### src/rtl/gpio_port_pkg.sv
package gpio_port_pkg;
  // word offsets (byte address >> 2) seen by software
  localparam int unsigned WORD_LEVEL  = 0;
  localparam int unsigned WORD_OUTVAL = 1;
  localparam int unsigned WORD_DIR    = 2;
  localparam int unsigned WORD_POL    = 3;
  localparam int unsigned WORD_MASK   = 4;
  localparam int unsigned WORD_PEND   = 5;
  localparam int unsigned WORD_RDEN   = 6;

  typedef enum logic [2:0] {
    SEL_LEVEL  = 3'd0,
    SEL_OUTVAL = 3'd1,
    SEL_DIR    = 3'd2,
    SEL_POL    = 3'd3,
    SEL_MASK   = 3'd4,
    SEL_PEND   = 3'd5,
    SEL_RDEN   = 3'd6,
    SEL_NONE   = 3'd7
  } reg_sel_e;

  function automatic reg_sel_e decode_word(input int unsigned word);
    case (word)
      WORD_LEVEL:  return SEL_LEVEL;
      WORD_OUTVAL: return SEL_OUTVAL;
      WORD_DIR:    return SEL_DIR;
      WORD_POL:    return SEL_POL;
      WORD_MASK:   return SEL_MASK;
      WORD_PEND:   return SEL_PEND;
      WORD_RDEN:   return SEL_RDEN;
      default:     return SEL_NONE;
    endcase
  endfunction
endpackage

### src/rtl/gpio_sync_chain.sv
module gpio_sync_chain #(
  parameter int N      = 16,
  parameter int STAGES = 2
) (
  input  logic         clk,
  input  logic         rst,
  input  logic [N-1:0] async_in,
  output logic [N-1:0] sync_out
);
  logic [N-1:0] stage_q [STAGES];

  generate
    for (genvar s = 0; s < STAGES; s++) begin : g_stage
      if (s == 0) begin : g_first
        always_ff @(posedge clk) begin
          if (rst) stage_q[s] <= '0;
          else     stage_q[s] <= async_in;
        end
      end else begin : g_next
        always_ff @(posedge clk) begin
          if (rst) stage_q[s] <= '0;
          else     stage_q[s] <= stage_q[s-1];
        end
      end
    end
  endgenerate

  assign sync_out = stage_q[STAGES-1];
endmodule

### src/rtl/gpio_edge_detect.sv
module gpio_edge_detect #(
  parameter int N           = 16,
  parameter int SYNC_STAGES = 2
) (
  input  logic         clk,
  input  logic         rst,
  input  logic [N-1:0] pin_in,
  input  logic [N-1:0] dir_in,
  input  logic [N-1:0] pol_rise,
  input  logic [N-1:0] mask_in,
  output logic [N-1:0] level,
  output logic [N-1:0] event_hit
);
  logic [N-1:0] sync_lvl;
  logic [N-1:0] hist_q;

  gpio_sync_chain #(.N(N), .STAGES(SYNC_STAGES)) u_sync (
    .clk      (clk),
    .rst      (rst),
    .async_in (pin_in),
    .sync_out (sync_lvl)
  );

  always_ff @(posedge clk) begin
    if (rst) hist_q <= '0;
    else     hist_q <= sync_lvl;
  end

  generate
    for (genvar i = 0; i < N; i++) begin : g_pin
      logic went_up, went_down, chosen;
      always_comb begin
        went_up      = sync_lvl[i] & ~hist_q[i];
        went_down    = ~sync_lvl[i] & hist_q[i];
        chosen       = pol_rise[i] ? went_up : went_down;
        event_hit[i] = chosen & dir_in[i] & ~mask_in[i];
      end
    end
  endgenerate

  assign level = sync_lvl;
endmodule

### src/rtl/gpio_port_regs.sv
module gpio_port_regs
  import gpio_port_pkg::*;
#(
  parameter int N  = 16,
  parameter int AW = 8
) (
  input  logic          clk,
  input  logic          rst,
  input  logic [AW-1:0] bus_addr,
  input  logic          bus_wr,
  input  logic [N-1:0]  bus_wdata,
  input  logic          bus_rd,
  output logic [N-1:0]  bus_rdata,
  input  logic [N-1:0]  level,
  input  logic [N-1:0]  event_hit,
  output logic [N-1:0]  outval_q,
  output logic [N-1:0]  dir_q,
  output logic [N-1:0]  pol_q,
  output logic [N-1:0]  mask_q,
  output logic [N-1:0]  pend_q,
  output logic [N-1:0]  rden_q,
  output logic          irq_q
);
  localparam int WAW = AW - 2;

  logic [WAW-1:0] word;
  reg_sel_e       sel;
  logic [N-1:0]   pend_d;
  logic [N-1:0]   rd_mux;
  logic           wr_pend;

  assign word    = bus_addr[AW-1:2];
  assign sel     = decode_word(int'(word));
  assign wr_pend = bus_wr && (sel == SEL_PEND);

  // pending: clear by ones, new events win over a clear
  always_comb begin
    pend_d = pend_q;
    if (wr_pend) pend_d = pend_d & ~bus_wdata;
    pend_d = pend_d | event_hit;
  end

  always_ff @(posedge clk) begin
    if (rst) begin
      outval_q <= '1;
      dir_q    <= '1;
      pol_q    <= '1;
      mask_q   <= '1;
      rden_q   <= '1;
      pend_q   <= '0;
      irq_q    <= 1'b0;
    end else begin
      pend_q <= pend_d;
      irq_q  <= |pend_d;
      if (bus_wr) begin
        case (sel)
          SEL_OUTVAL: outval_q <= bus_wdata;
          SEL_DIR:    dir_q    <= bus_wdata;
          SEL_POL:    pol_q    <= bus_wdata;
          SEL_MASK:   mask_q   <= bus_wdata;
          SEL_RDEN:   rden_q   <= bus_wdata;
          default:    ;
        endcase
      end
    end
  end

  always_comb begin
    case (sel)
      SEL_LEVEL:  rd_mux = level & rden_q;
      SEL_OUTVAL: rd_mux = outval_q;
      SEL_DIR:    rd_mux = dir_q;
      SEL_POL:    rd_mux = pol_q;
      SEL_MASK:   rd_mux = mask_q;
      SEL_PEND:   rd_mux = pend_q;
      SEL_RDEN:   rd_mux = rden_q;
      default:    rd_mux = '0;
    endcase
  end

  always_ff @(posedge clk) begin
    if (rst)         bus_rdata <= '0;
    else if (bus_rd) bus_rdata <= rd_mux;
  end
endmodule

### src/rtl/gpio_pad_drive.sv
module gpio_pad_drive #(
  parameter int N = 16
) (
  input  logic [N-1:0] outval,
  input  logic [N-1:0] dir_in,
  output logic [N-1:0] pin_out,
  output logic [N-1:0] pin_oe
);
  generate
    for (genvar i = 0; i < N; i++) begin : g_pad
      assign pin_oe[i]  = ~dir_in[i];
      assign pin_out[i] = outval[i] & ~dir_in[i];
    end
  endgenerate
endmodule

### src/rtl/gpio_edge_port.sv
module gpio_edge_port #(
  parameter int N           = 16,
  parameter int AW          = 8,
  parameter int SYNC_STAGES = 2
) (
  input  logic          clk,
  input  logic          rst,
  input  logic [AW-1:0] bus_addr,
  input  logic          bus_wr,
  input  logic [N-1:0]  bus_wdata,
  input  logic          bus_rd,
  output logic [N-1:0]  bus_rdata,
  input  logic [N-1:0]  pin_in,
  output logic [N-1:0]  pin_out,
  output logic [N-1:0]  pin_oe,
  output logic          irq
);
  logic [N-1:0] level_w, event_w;
  logic [N-1:0] outval_w, dir_w, pol_w, mask_w, pend_w, rden_w;

  gpio_edge_detect #(.N(N), .SYNC_STAGES(SYNC_STAGES)) u_detect (
    .clk       (clk),
    .rst       (rst),
    .pin_in    (pin_in),
    .dir_in    (dir_w),
    .pol_rise  (pol_w),
    .mask_in   (mask_w),
    .level     (level_w),
    .event_hit (event_w)
  );

  gpio_port_regs #(.N(N), .AW(AW)) u_regs (
    .clk       (clk),
    .rst       (rst),
    .bus_addr  (bus_addr),
    .bus_wr    (bus_wr),
    .bus_wdata (bus_wdata),
    .bus_rd    (bus_rd),
    .bus_rdata (bus_rdata),
    .level     (level_w),
    .event_hit (event_w),
    .outval_q  (outval_w),
    .dir_q     (dir_w),
    .pol_q     (pol_w),
    .mask_q    (mask_w),
    .pend_q    (pend_w),
    .rden_q    (rden_w),
    .irq_q     (irq)
  );

  gpio_pad_drive #(.N(N)) u_pad (
    .outval  (outval_w),
    .dir_in  (dir_w),
    .pin_out (pin_out),
    .pin_oe  (pin_oe)
  );
endmodule

### config.mk
export PLATFORM = sky130hd
export DESIGN_NAME = gpio_edge_port
export DESIGN_NICKNAME = d
export VERILOG_FILES = /design/src/rtl/gpio_port_pkg.sv /design/src/rtl/gpio_sync_chain.sv /design/src/rtl/gpio_edge_detect.sv /design/src/rtl/gpio_port_regs.sv /design/src/rtl/gpio_pad_drive.sv /design/src/rtl/gpio_edge_port.sv
export SDC_FILE = /design/constraint.sdc
export NUM_CORES = 1
export LEC_CHECK = 0
export BUFFER_PORTS_ARGS = -buffer_cell sky130_fd_sc_hd__buf_2
export CAP_MARGIN = 20
export CORE_MARGIN = 2
export CORE_UTILIZATION = 48
export DETAILED_ROUTE_END_ITERATION = 7
export PLACE_DENSITY = 0.69
export RECOVER_POWER = 100
export SETUP_SLACK_MARGIN = 0.02
export SLEW_MARGIN = 30
export SYNTH_ARGS = -nofsm -noshare
export SYNTH_HDL_FRONTEND = slang
export SYNTH_SLANG_ARGS = --single-unit
### constraint.sdc
create_clock -name clk -period 2.9 [get_ports clk]
set_clock_uncertainty 0.05 [all_clocks]
set_input_delay 0.145 -clock clk [delete_from_list [all_inputs] [get_ports clk]]
set_output_delay 0.145 -clock clk [all_outputs]
set_load 0.02 [all_outputs]
# Yosys cells after proc, flatten, opt, wreduce, memory -nomap -nowiden
# Memory sizes are Yosys's and may differ from the RTL's.
# Cells that the tools add are included.
[op_classes]
n_addsub = 0
n_mul = 0
div_mod_pow = 0
magnitude_cmp = 0
eq_ne = 12
n_shift = 0
muxes = 24
bitwise = 150
reduce_logical = 9
[op_table]
columns = ["operator", "n"]
rows = [
  ["one-hot mux 16 bit (7 select lines)", 1],
  ["AND 1 bit", 80],
  ["NOT 1 bit", 64],
  ["two-way mux 16 bit", 3],
  ["AND 16 bit", 2],
  ["one-hot mux 3 bit (7 select lines)", 1],
  ["two-way mux 1 bit", 19],
  ["== test 6 x 3 -> 1 bit, second input constant", 3],
  ["NOT 16 bit", 1],
  ["bitwise OR 16 bit", 1],
  ["OR reduction 16 bit", 1],
  ["== test 6 x 2 -> 1 bit, second input constant", 2],
  ["AND reduction 2 bit", 5],
  ["== test 3 bit, second input constant", 3],
  ["== test 3 x 2 -> 1 bit, second input constant", 2],
  ["== test 6 x 1 -> 1 bit, second input constant", 1],
  ["logical NOT 6 bit", 1],
  ["== test 3 x 1 -> 1 bit, second input constant", 1],
  ["logical NOT 3 bit", 1],
  ["bitwise OR 1 bit", 2],
  ["logical AND 1 bit", 1],
]
[totals]
reg_bits = 129
latch_bits = 0
ram_bits = 32
rom_bits = 0
output_inout_bits = 49
word_cells = 205
mem_count = 1
[mem_list]
columns = ["memory", "words", "width", "read_ports", "rd_ports_with_merged_regs", "wr", "line_no", "text"]
rows = [
  ["u_detect.u_sync.stage_q", 2, 16, 2, 0, 2, "gpio_sync_chain.sv:10", "logic [N-1:0] stage_q [STAGES];"],
]

# Depth between registers and ports, before layout
# Gate-level depths: netlist of the first run.
[logic_depth]
depth_word = 7
ltp_mapped = 9
mapped_depth_nobuf = 5

# Cells and area by module
# Synthesis of the first run repeated with hierarchy kept, for this count alone.
[hier_totals]
cells_unflattened = 787
area_unflattened_um2 = 6890.4
[by_module_without_submodules]
columns = ["module", "n_inst", "cells_each", "area_each_um2", "seq_area_each_um2"]
rows = [
  ["gpio_port_regs", 1, 591, 4973.5, 2262.2],
  ["gpio_edge_detect", 1, 97, 893.4, 320.3],
  ["gpio_sync_chain", 1, 67, 863.3, 640.6],
  ["gpio_pad_drive", 1, 32, 160.2, 0.0],
]

# Worst setup path before layout of the first run
# Ideal clock, no wire load.
[synth_path]
kind = "input -> register"
start = "input bus_addr[3]"
end = "register u_regs.irq_q"
setup_ns = 0.139
t_arrival_ns = 1.636
t_required_ns = 2.711
setup_slack_ns = 1.075
stages = 7
n_path_buf = 2
path_cell_list = "or4b_1 buf_6 buf_8 o31ai_2 o31ai_1 nor4_2 a41oi_1"
[synth_between]
elab_chain_len = 7
elab_cells_between_ends = 13
cone_classes = "eq/ne: 7; mux: 2; bitwise: 1; reduce/logical: 3"
[synth_rtl]
columns = ["element", "line_no", "text"]
rows = [
  ["start, declared", "gpio_edge_port.sv:8", "input logic [AW-1:0] bus_addr,"],
  ["== test 6 x 3 -> 1 bit, or another cell as far along", "gpio_port_pkg.sv:23", "case (word)"],
  ["one-hot mux 3 bit (7 select lines) *", "gpio_port_pkg.sv:23", ""],
  ["== test 3 bit *", "gpio_port_regs.sv:34", "assign wr_pend = bus_wr && (sel == SEL_PEND);"],
  ["logical AND 1 bit *", "gpio_port_regs.sv:34", ""],
  ["two-way mux 16 bit *", "gpio_port_regs.sv:39", "if (wr_pend) pend_d = pend_d & ~bus_wdata;"],
  ["bitwise OR 16 bit *", "gpio_port_regs.sv:40", "pend_d = pend_d | event_hit;"],
  ["OR reduction 16 bit *", "gpio_port_regs.sv:54", "irq_q <= |pend_d;"],
  ["end signal, assigned", "gpio_port_regs.sv:54", ""],
  ["end, declared", "gpio_port_regs.sv:22", "output logic irq_q"],
]
# Mark *: on every way between the ends. The rest lies on a longest branch, timed or not.
# A chain may end at the register's enable or synchronous reset.

# Worst setup path in the final report of the first run
# Ends and elaborated chain as after synthesis.

==> flow_summary.json, run 1 <==
{
  "status": "complete, but fails checks",
  "violations": "capacitance limit, slew limit",
  "dieArea_mm2": 0.0148,
  "place_hpwl_um": 12600,
  "hold_viol_final": 0,
  "rows": 42,
  "cts_buffers": 17,
  "grt_pass1_wl_um": 29400,
  "diodes": 0,
  "ctsLongestPathBuffers": 2,
  "synth-edff-count": 0,
  "end_kind": "flop",
  "hold_slack_ns": 0.0239,
  "crit_arrival_ns": 2.47,
  "p_clk_share_pct": 46.1,
  "drt-initial-drc-count": 606,
  "wire_per_inst_um": 18.1,
  "gr-total-overflow": 0,
  "finalNonFillerCells": 1043,
  "netlist_area_mm2": 0.00664,
  "cts_hold_buf": 27,
  "grtUsageMet1_pct": 35.8,
  "ys_top_cells_by_count": "dfxtp_1 (161), nand2_1 (146), nor2b_1 (64), nand3_1 (50), clkbuf_1 (42)",
  "p_per_area_mw_per_mm2": 591,
  "synth.most_common_cell": "dfxtp_1",
  "nets": 898,
  "cts.repair.resized": 0,
  "grt_max_degree": 97,
  "seq_area_frac_synth_pct": 48.5,
  "synth_top_area_share_pct": 48.5,
  "finalWorstSetupSlack_ns": 0.561,
  "slew-limit-headroom_pct": -34.9,
  "syn_nets": 795,
  "htreeDepth": 4,
  "layout_min_cycle_time_ns": 2.34,
  "ios": 93,
  "worstSetupPathType": "in -> reg",
  "pwr-share-seq_pct": 48.0,
  "cts.sinks": 161,
  "yosys_warnings": 0,
  "pre_cts_ws_ns": 0.508,
  "total_power_uw": 4720,
  "clock_latency_ns": 0.42,
  "p_switching_uw": 1030,
  "setup_tns_ns": 0,
  "die_w_um": 122,
  "area_delta_synth_final_pct": 20.2,
  "combPwrFrac_pct": 5.9,
  "start_util_pct": 49.6,
  "fmax_ghz": 0.428,
  "drive_gt1_share_pct": 10.6,
  "met3_usage_pct": 5.34,
  "vias": 5939,
  "setup_viol": 0,
  "cts_root_buf": "clkbuf_16",
  "synth-seq-cells": 161,
  "period_share_pct": 80.7,
  "post_cts_buffers": 0,
  "drt_wl_total_um": 18900,
  "start_kind": "input pin",
  "power_leakage_uw": 0.00369,
  "hold_class": "in -> reg",
  "drc": 0,
  "place.gp.congestion": 0.913,
  "core_mm2": 0.0134,
  "ys_types": 38,
  "globalRouteTotalUtil_pct": 26.1,
  "synth_top_flop_cell": "dfxtp_1",
  "cp_max_fo": 16,
  "swShare_pct": 21.7,
  "dp_cells": 984,
  "rsz0062_at_grt": "no",
  "synth.avg_cell_area_um2": 8.85,
  "yosysTopAreaCell": "dfxtp_1",
  "viasPerCell": 5.69,
  "clkTransAtPathRegs_ns": 0.06,
  "async_reset_ff_share_pct": 0,
  "ant_nets": 0,
  "drtPass1Iterations": 5,
  "peakVddDrop_mv": 0.414,
  "worstPathRequired_ns": 3.03,
  "die_y_um": 122,
  "internal_power_uw": 3700,
  "antenna_found_initial": 0,
  "worstMarginPinSlew_ns": 2.02,
  "drv_slew": 50,
  "cap_violations": 1,
  "use_met2_pct": 40.9,
  "numPortBuffers": 90,
  "synthTopCellsByArea": "dfxtp_1 (49%), nand2_1 (8.3%), nor2b_1 (6.0%)",
  "synthCells": 751,
  "top_usage_layer": "met2",
  "grt_pass1_vias": 5452,
  "cts_tree": "built"
}
[registers in the layout, summed over array words and instances (netlist names)]
signal / count
u_regs.pol_q: 16
u_regs.rden_q: 16
u_detect.u_sync.stage_q: 32
u_regs.mask_q: 16
u_regs.irq_q: 1
u_regs.bus_rdata: 16
u_regs.dir_q: 16
u_detect.hist_q: 16
u_regs.outval_q: 16
u_regs.pend_q: 16
[through the flow]
| stage | utilization, % | instance area [um2] |
|---|---|---|
| 6_report | 59.6 | 7990 |
| 5_1_grt | 59.6 | 7990 |
| 4_1_cts | 60.3 | 8080 |
| 3_5_place_dp | 54.0 | 7230 |
| 3_3_place_gp | 53.9 | 7230 |
| 2_1_floorplan | - | 6640 |
[placed cells by master (no fill, tap or decap), types with 3 or more instances in the layout]
cell type,netlist,layout
dfxtp_1,161,161
nand2_1,146,146
nor2b_1,64,64
clkbuf_1,42,60
nand3_1,50,50
buf_2,7,38
mux2i_1,32,32
a21o_1,32,32
o31ai_1,30,30
dlygate4sd3_1,0,27
inv_1,17,17
nor2_1,18,17
and3b_1,17,17
clkbuf_16,0,17
a21oi_1,16,16
o211ai_1,16,16
o21ai_0,16,16
a22oi_1,16,16
a32oi_1,16,16
a31oi_1,16,16
and2_0,0,13
buf_4,1,13
clkbuf_8,0,7
nor4_1,3,3
clkinv_2,0,3
[cell type report]
class                           instances  area, um2
Multi-Input combinational cell        520       3120
Timing Repair Buffer                  136        778
Clock buffer                           28        537
Clock inverter                          4       45.0
Fill cell                            1244       5410
Inverter                               18       67.6
Sequential cell                       161       3220
Tap cell                              176        220
[final timing paths]
| path | start | end | slack [ns] | depth (start not counted) |
|---|---|---|---|---|
| worst max-delay path | bus_addr[3] | u_regs.irq_q | 0.56 | 8 |
| worst min-delay path | bus_wdata[10] | u_regs.rden_q[10] | 0.02 | 3 |
| worst max register to register | u_regs.pol_q[3] | u_regs.irq_q | 1.10 | 6 |
| worst min register to register | u_detect.u_sync.stage_q[0][15] | u_detect.u_sync.stage_q[1][15] | 0.39 | 1 |
[cells by family (layout without fill, tap and decap cells)]
group	Yosys count	count (layout)	synth area share, %
buffers and inverters	70	186	4.43
DFF	161	161	48.5
AOI/OAI and AO/OA	161	161	17.2
muxes	32	32	4.82
and+or+nand+nor	327	327	25.1
[critical path, cell delays in order]
cell and delay [ns]:
buf_2 0.13, or4b_1 0.53, clkbuf_1 0.44, o31ai_1 0.38, o31ai_1 0.13, nor4_1 0.43, buf_4 0.18, a41oi_1 0.11
[power by group through the flow]
stage	Sequential [uW]	Clock [uW]	Combinational [uW]
after floorplan	2310	0	146
after global placement	2310	0	245
after detailed placement	2320	0	250
after CTS	2270	2210	279
after global routing	2270	2310	302
final	2270	2180	279
[layer usage]
metal  part of all wire [%]  routed length [um]
met1                     44                8280
met2                     45                8410
met3                    9.4                1770
met4                    2.1                 392
met5                      0                   0
Power figures use the tool's default switching activity.
==> inputs of run 2 (changes only) <==
- ABC_AREA: unset -> 1
- clock period: 2.9 -> 2.4 ns (I/O delays scaled with it)
==> run 2 against run 1 <==
The flow now finishes without violations. Cell area grew 3.1%. Via count grew 6.7%. Clock power grew 31%. Global-route usage shrank 1.0 points. Utilization shrank 0.056 points. Hold slack gained 0.018 ns. Setup slack gained 0.14 ns. Area after synthesis grew 1.6%. Clock-buffer cell count shrank 10. Largest power group is now the clock network.
==> flow_summary.json, run 2 <==
{
  "cts_buffers": 17,
  "place.gp.congestion": 0.852,
  "start_util_pct": 48.8,
  "place_hpwl_um": 12100,
  "antenna_found_initial": 0,
  "slowest_delay_ns": 0.65,
  "gr-total-overflow": 0,
  "hold_viol_final": 0,
  "cp_top_family": "buffers and inverters",
  "yosys_warnings": 0,
  "rsz0062_at_grt": "no",
  "drive_gt1_share_pct": 9.99,
  "largest_register": "u_detect.u_sync.stage_q",
  "setup_tns_ns": 0,
  "seq_area_frac_synth_pct": 47.7,
  "ff2ff_path_depth": 8,
  "power_leakage_uw": 0.00412,
  "viasPerCell": 4.99,
  "worstHoldPathCells": 3,
  "worstPathRequired_ns": 2.63,
  "ant_nets": 0,
  "die_w_um": 123,
  "clkTransAtPathRegs_ns": 0.06,
  "vias": 6336,
  "peakVddDrop_mv": 0.481,
  "dieArea_mm2": 0.0150,
  "post_cts_buffers": 0,
  "synth.most_common_cell": "nand2_1",
  "slew-limit-headroom_pct": 43.0,
  "fin_area_mm2": 0.00823,
  "crit_arrival_ns": 1.93,
  "ys_top_cells_by_count": "nand2_1 (261), dfxtp_1 (161), nor2_1 (127), inv_1 (104), a21oi_1 (72)",
  "syn_nets": 1001,
  "nets": 1122,
  "cts_root_buf": "clkbuf_16",
  "start_kind": "input pin",
  "p_per_area_mw_per_mm2": 720,
  "wire_per_inst_um": 14.4,
  "cap_violations": 0,
  "synth-edff-count": 0,
  "ios": 93,
  "grt_pass1_vias": 5743,
  "drtPass1Iterations": 5,
  "crit_chain": "buf_2 > nor2_2 > nand2_2 > inv_1 > nand4_1 > buf_4 > nor2_2 > clkbuf_1 > o21ai_0",
  "mostFrequentLayoutCell": "nand2_1",
  "core_mm2": 0.0138,
  "cp_max_fo": 18,
  "ys_types": 25,
  "status": "finished clean",
  "rows": 43,
  "hold_class": "in -> reg",
  "yosysTopAreaCell": "dfxtp_1",
  "clock_latency_ns": 0.43,
  "fmax_ghz": 0.588,
  "cts_tree": "built",
  "drt-initial-drc-count": 482,
  "die_y_um": 123,
  "worstMarginPinSlew_ns": 0.856,
  "fin_util_pct": 59.5,
  "area_delta_synth_final_pct": 22.0,
  "period_share_pct": 70.9,
  "cpMaxStageDelayCell": "clkbuf_1",
  "cts.repair.resized": 0,
  "fillCellCount": 1365,
  "synth_top_flop_cell": "dfxtp_1",
  "grt_max_degree": 39,
  "crit_top_cell": "nor2_2",
  "synthCells": 957,
  "crit_cells": 9,
  "layout_min_cycle_time_ns": 1.70,
  "diodes": 0,
  "cts.sinks": 161,
  "largest_register_ffs": 32,
  "drc": 0,
  "synth_top_area_share_pct": 47.7,
  "placed_cell_area_mm2": 0.00740,
  "setup_viol": 0,
  "drv_slew": 0,
  "synthTopCellsByArea": "dfxtp_1 (48%), nand2_1 (15%), nor2_1 (7.1%)",
  "netlist_area_mm2": 0.00675,
  "layout_common_cells": "nand2_1 (261), dfxtp_1 (161), nor2_1 (125)",
  "globalRouteTotalUtil_pct": 25.1,
  "worstPathBufferInverterCount": 4,
  "end_kind": "flop",
  "drt_wl_total_um": 18300,
  "synth.avg_cell_area_um2": 7.05,
  "ctsLongestPathBuffers": 2,
  "htreeDepth": 4,
  "synth-seq-cells": 161,
  "grt_pass1_wl_um": 28700,
  "async_reset_ff_share_pct": 0,
  "worstSetupPathType": "in -> reg",
  "numPortBuffers": 90
}
run 2: worst paths after layout:
check / start / to / slack (ns)
worst max-delay path: bus_addr[7] / u_regs.dir_q[3] / 0.70
worst min-delay path: bus_rd / u_regs.bus_rdata[5] / 0.04
worst max register to register: u_detect.u_sync.stage_q[1][15] / u_regs.irq_q / 1.00
worst min register to register: u_detect.u_sync.stage_q[0][8] / u_detect.u_sync.stage_q[1][8] / 0.35
run 2: kinds of logic (layout without fill, tap and decap cells):
family	Yosys count	in the layout	share of synthesized area (%)
compound gates	180	180	14.9
buf+inv	153	287	9.23
flops	161	161	47.7
simple gates	463	463	28.2
run 2: final cells by class:
class	instances	area [um2]	share of cell area (%)
Inverter	109	409	4.97
Clock inverter	14	189	2.29
Clock buffer	18	429	5.21
Tap cell	180	225	2.74
Multi-Input combinational cell	643	2870	34.8
Timing Repair Buffer	146	888	10.8
Sequential cell	161	3220	39.1
run 2: per-stage QoR:
| step | setup WS [ns] | cells | power [uW] | hold WS, ns |
|---|---|---|---|---|
| finish | 0.699 | 1271 | 5930 | 0.0416 |
| floorplan | 1.09 | 957 | 2980 | 0.177 |
| detailed placement | 0.553 | 1205 | 3110 | 0.275 |
| global route | 0.469 | 1271 | 6110 | 0.0548 |
| global placement | 0.560 | 1205 | 3100 | 0.272 |
| CTS | 0.997 | 1271 | 5960 | 0.0302 |
run 2: worst reg2reg max path, delay by kind of cell (launching register included):
kind | cells | cell delay [ns]
AO/OA/AOI/OAI | 2 | 0.27
buffers and inverters | 1 | 0.07
flip-flops | 1 | 0.34
AND/OR/NAND/NOR | 5 | 0.53
run 2: report_power, final:
part | internal, uW | switching [uW]
clock | 1740 | 1110
combinational | 126 | 211
sequential | 2720 | 25.6
run 2: layer usage:
metal	wire [um]	GRT usage, %	vias to the layer above	part of all wire (%)
met1	8910	35.3	2868	49
met5	0	0	-	0
met2	8120	39.2	171	44
met3	991	4.79	20	5.4
met4	246	7.47	0	1.3
li1	-	-	3277	-
run 2: what timing repair did:
item	CTS	global route
endpoints found under the setup margin	0	0
hold buffers	34	0
endpoints found under the hold margin	97	0
==> inputs of run 3 (changes only) <==
- clock period: 2.4 -> 1.8 ns (I/O delays scaled with it)
==> run 3 against run 2 <==
Sequential cell count unchanged. Largest cell class unchanged. Die area stayed put. Non-clock buffer count up 6. Setup slack got worse by 0.55 ns. First-iteration DRC count rose by 11%. Final cell count up 0.47%. Clock power increased by 22%. Critical path type unchanged. Largest power group is now sequential cells. Via count increased by 2.4%.
==> flow_summary.json, run 3 (same netlist as run 2, synthesis figures left out) <==
{
  "r2r-start": "u_detect.u_sync.stage_q[1][10]",
  "crit_top_cell": "nand2_2",
  "power_leakage_uw": 0.00414,
  "grt_pass1_vias": 5736,
  "end_kind": "flop",
  "clock_latency_ns": 0.43,
  "place.gp.congestion": 0.891,
  "grt_max_degree": 96,
  "nets": 1128,
  "setup_viol": 0,
  "whs_endpoint": "u_regs.bus_rdata[1]",
  "ff2ff_path_depth": 8,
  "grt_pass1_wl_um": 29100,
  "cpMaxStageDelayCell": "dlygate4sd3_1",
  "finalWorstSetupSlack_ns": 0.146,
  "dieArea_mm2": 0.0150,
  "start_util_pct": 48.8,
  "viasPerCell": 5.08,
  "slew-limit-headroom_pct": 28.6,
  "fmax_ghz": 0.604,
  "drive_gt1_share_pct": 10.8,
  "cap_violations": 0,
  "cp_max_fo": 17,
  "ant_nets": 0,
  "hold_viol_final": 0,
  "drv_slew": 0,
  "cts_tree": "built",
  "drt_wl_total_um": 18400,
  "drtPass1Iterations": 5,
  "diodes": 0,
  "ctsLongestPathBuffers": 2,
  "finalNonFillerCells": 1277,
  "core_mm2": 0.0138,
  "fillCellCount": 1329,
  "reg2reg_slack_ns": 0.39,
  "worstPathRequired_ns": 2.06,
  "die_w_um": 123,
  "p_per_area_mw_per_mm2": 917,
  "start_kind": "input pin",
  "layout_common_cells": "nand2_1 (262), dfxtp_1 (161), nor2_1 (126)",
  "numPortBuffers": 90,
  "globalRouteTotalUtil_pct": 25.4,
  "cts_buffers": 17,
  "post_cts_buffers": 0,
  "htreeDepth": 4,
  "status": "finished clean",
  "place_hpwl_um": 12300,
  "crit_chain": "buf_2 > nor2_2 > nand2_2 > inv_2 > nand3_2 > nor2_4 > buf_12 > nand2_2 > buf_4 > nand2_1 > nand3_1 > dlygate4sd3_1",
  "mostFrequentLayoutCell": "nand2_1",
  "area_delta_synth_final_pct": 22.8,
  "peakVddDrop_mv": 0.713,
  "die_y_um": 123,
  "worstMarginPinSlew_ns": 1.07,
  "worstSetupPathType": "in -> reg",
  "antenna_found_initial": 0,
  "vias": 6489,
  "timing.rr.end": "u_regs.irq_q",
  "total_power_uw": 7600,
  "ios": 93,
  "crit_arrival_ns": 1.92,
  "cts.sinks": 161,
  "clkTransAtPathRegs_ns": 0.06,
  "gr-total-overflow": 0,
  "layout_min_cycle_time_ns": 1.65,
  "setup_tns_ns": 0,
  "rows": 43,
  "worstHoldPathCells": 3,
  "drc": 0,
  "hold_class": "in -> reg",
  "wire_per_inst_um": 14.4,
  "period_share_pct": 91.9,
  "pre_cts_ws_ns": 0.177,
  "slowest_delay_ns": 0.56,
  "largest_register": "u_detect.u_sync.stage_q",
  "cts_root_buf": "clkbuf_16",
  "worstHoldStart": "bus_rd",
  "rsz0062_at_grt": "no",
  "drt-initial-drc-count": 533,
  "dp_cells": 1210,
  "largest_register_ffs": 32
}
-- run 3: changes by cell type in the layout (fill, tap and decap cells not counted), moves of 2 or more --
cell	change
a21oi_2	+4
a21oi_1	-4
clkbuf_2	-2
clkinv_2	+2
o21ai_0	+4
buf_4	+5
bufinv_16	-2
buf_12	+3
o21ai_1	-4
-- run 3: repair_timing --
action	CTS	global route
gates resized for setup	0	0
hold buffers	35	0
setup endpoints to repair	0	0
hold endpoints to repair	97	0
-- run 3: area by class of cell --
cell class | instances | area (um2) | area share [%]
inverters | 109 | 409 | 4.94
repair buffers | 152 | 986 | 11.9
clock buffers | 21 | 450 | 5.43
well taps | 180 | 225 | 2.72
clock inverters | 11 | 114 | 1.37
flip-flops and latches | 161 | 3220 | 38.9
multi-input cells | 643 | 2880 | 34.8
-- run 3: per-stage QoR --
step                util (%)  hold slack, ns  area [um2]
floorplan                  -           0.147        6750
global placement        54.1           0.240        7480
detailed placement      54.1           0.245        7480
CTS                     60.7         0.00727        8400
global route            59.9          0.0338        8290
finish                  59.9          0.0163        8290
-- run 3: power breakdown --
part / total [uW] / leakage, uW / internal, uW / switching, uW
sequential: 3670 / 0.00131 / 3630 / 35.9
combinational: 457 / 0.00256 / 174 / 283
clock: 3470 / 0.000276 / 2060 / 1410
total: 7600 / 0.00414 / 5870 / 1730
-- run 3: critical path: cells and delay by family --
| kind | cells | cell delay (ns) |
|---|---|---|
| buf+inv | 5 | 1.17 |
| simple gates | 7 | 0.66 |
-- run 3: worst max-delay path by stage --
stage	depth (start not counted)	slack, ns	end	start
detailed placement	13	0.18	u_regs.bus_rdata[9]	bus_addr[7]
floorplan	11	0.52	u_regs.irq_q	bus_addr[7]
finish	12	0.15	u_regs.rden_q[4]	bus_addr[7]
global route	12	0.06	u_regs.rden_q[4]	bus_addr[7]
CTS	12	0.16	u_regs.rden_q[4]	bus_addr[7]
global placement	12	0.20	u_regs.irq_q	bus_addr[7]
-- run 3: layer usage --
metal	wire, um	GRT usage [%]	up-vias
met5	0	0	-
met4	364	9.41	0
li1	-	-	3294
met1	8690	35.9	2942
met3	1350	5.30	25
met2	7950	38.3	228
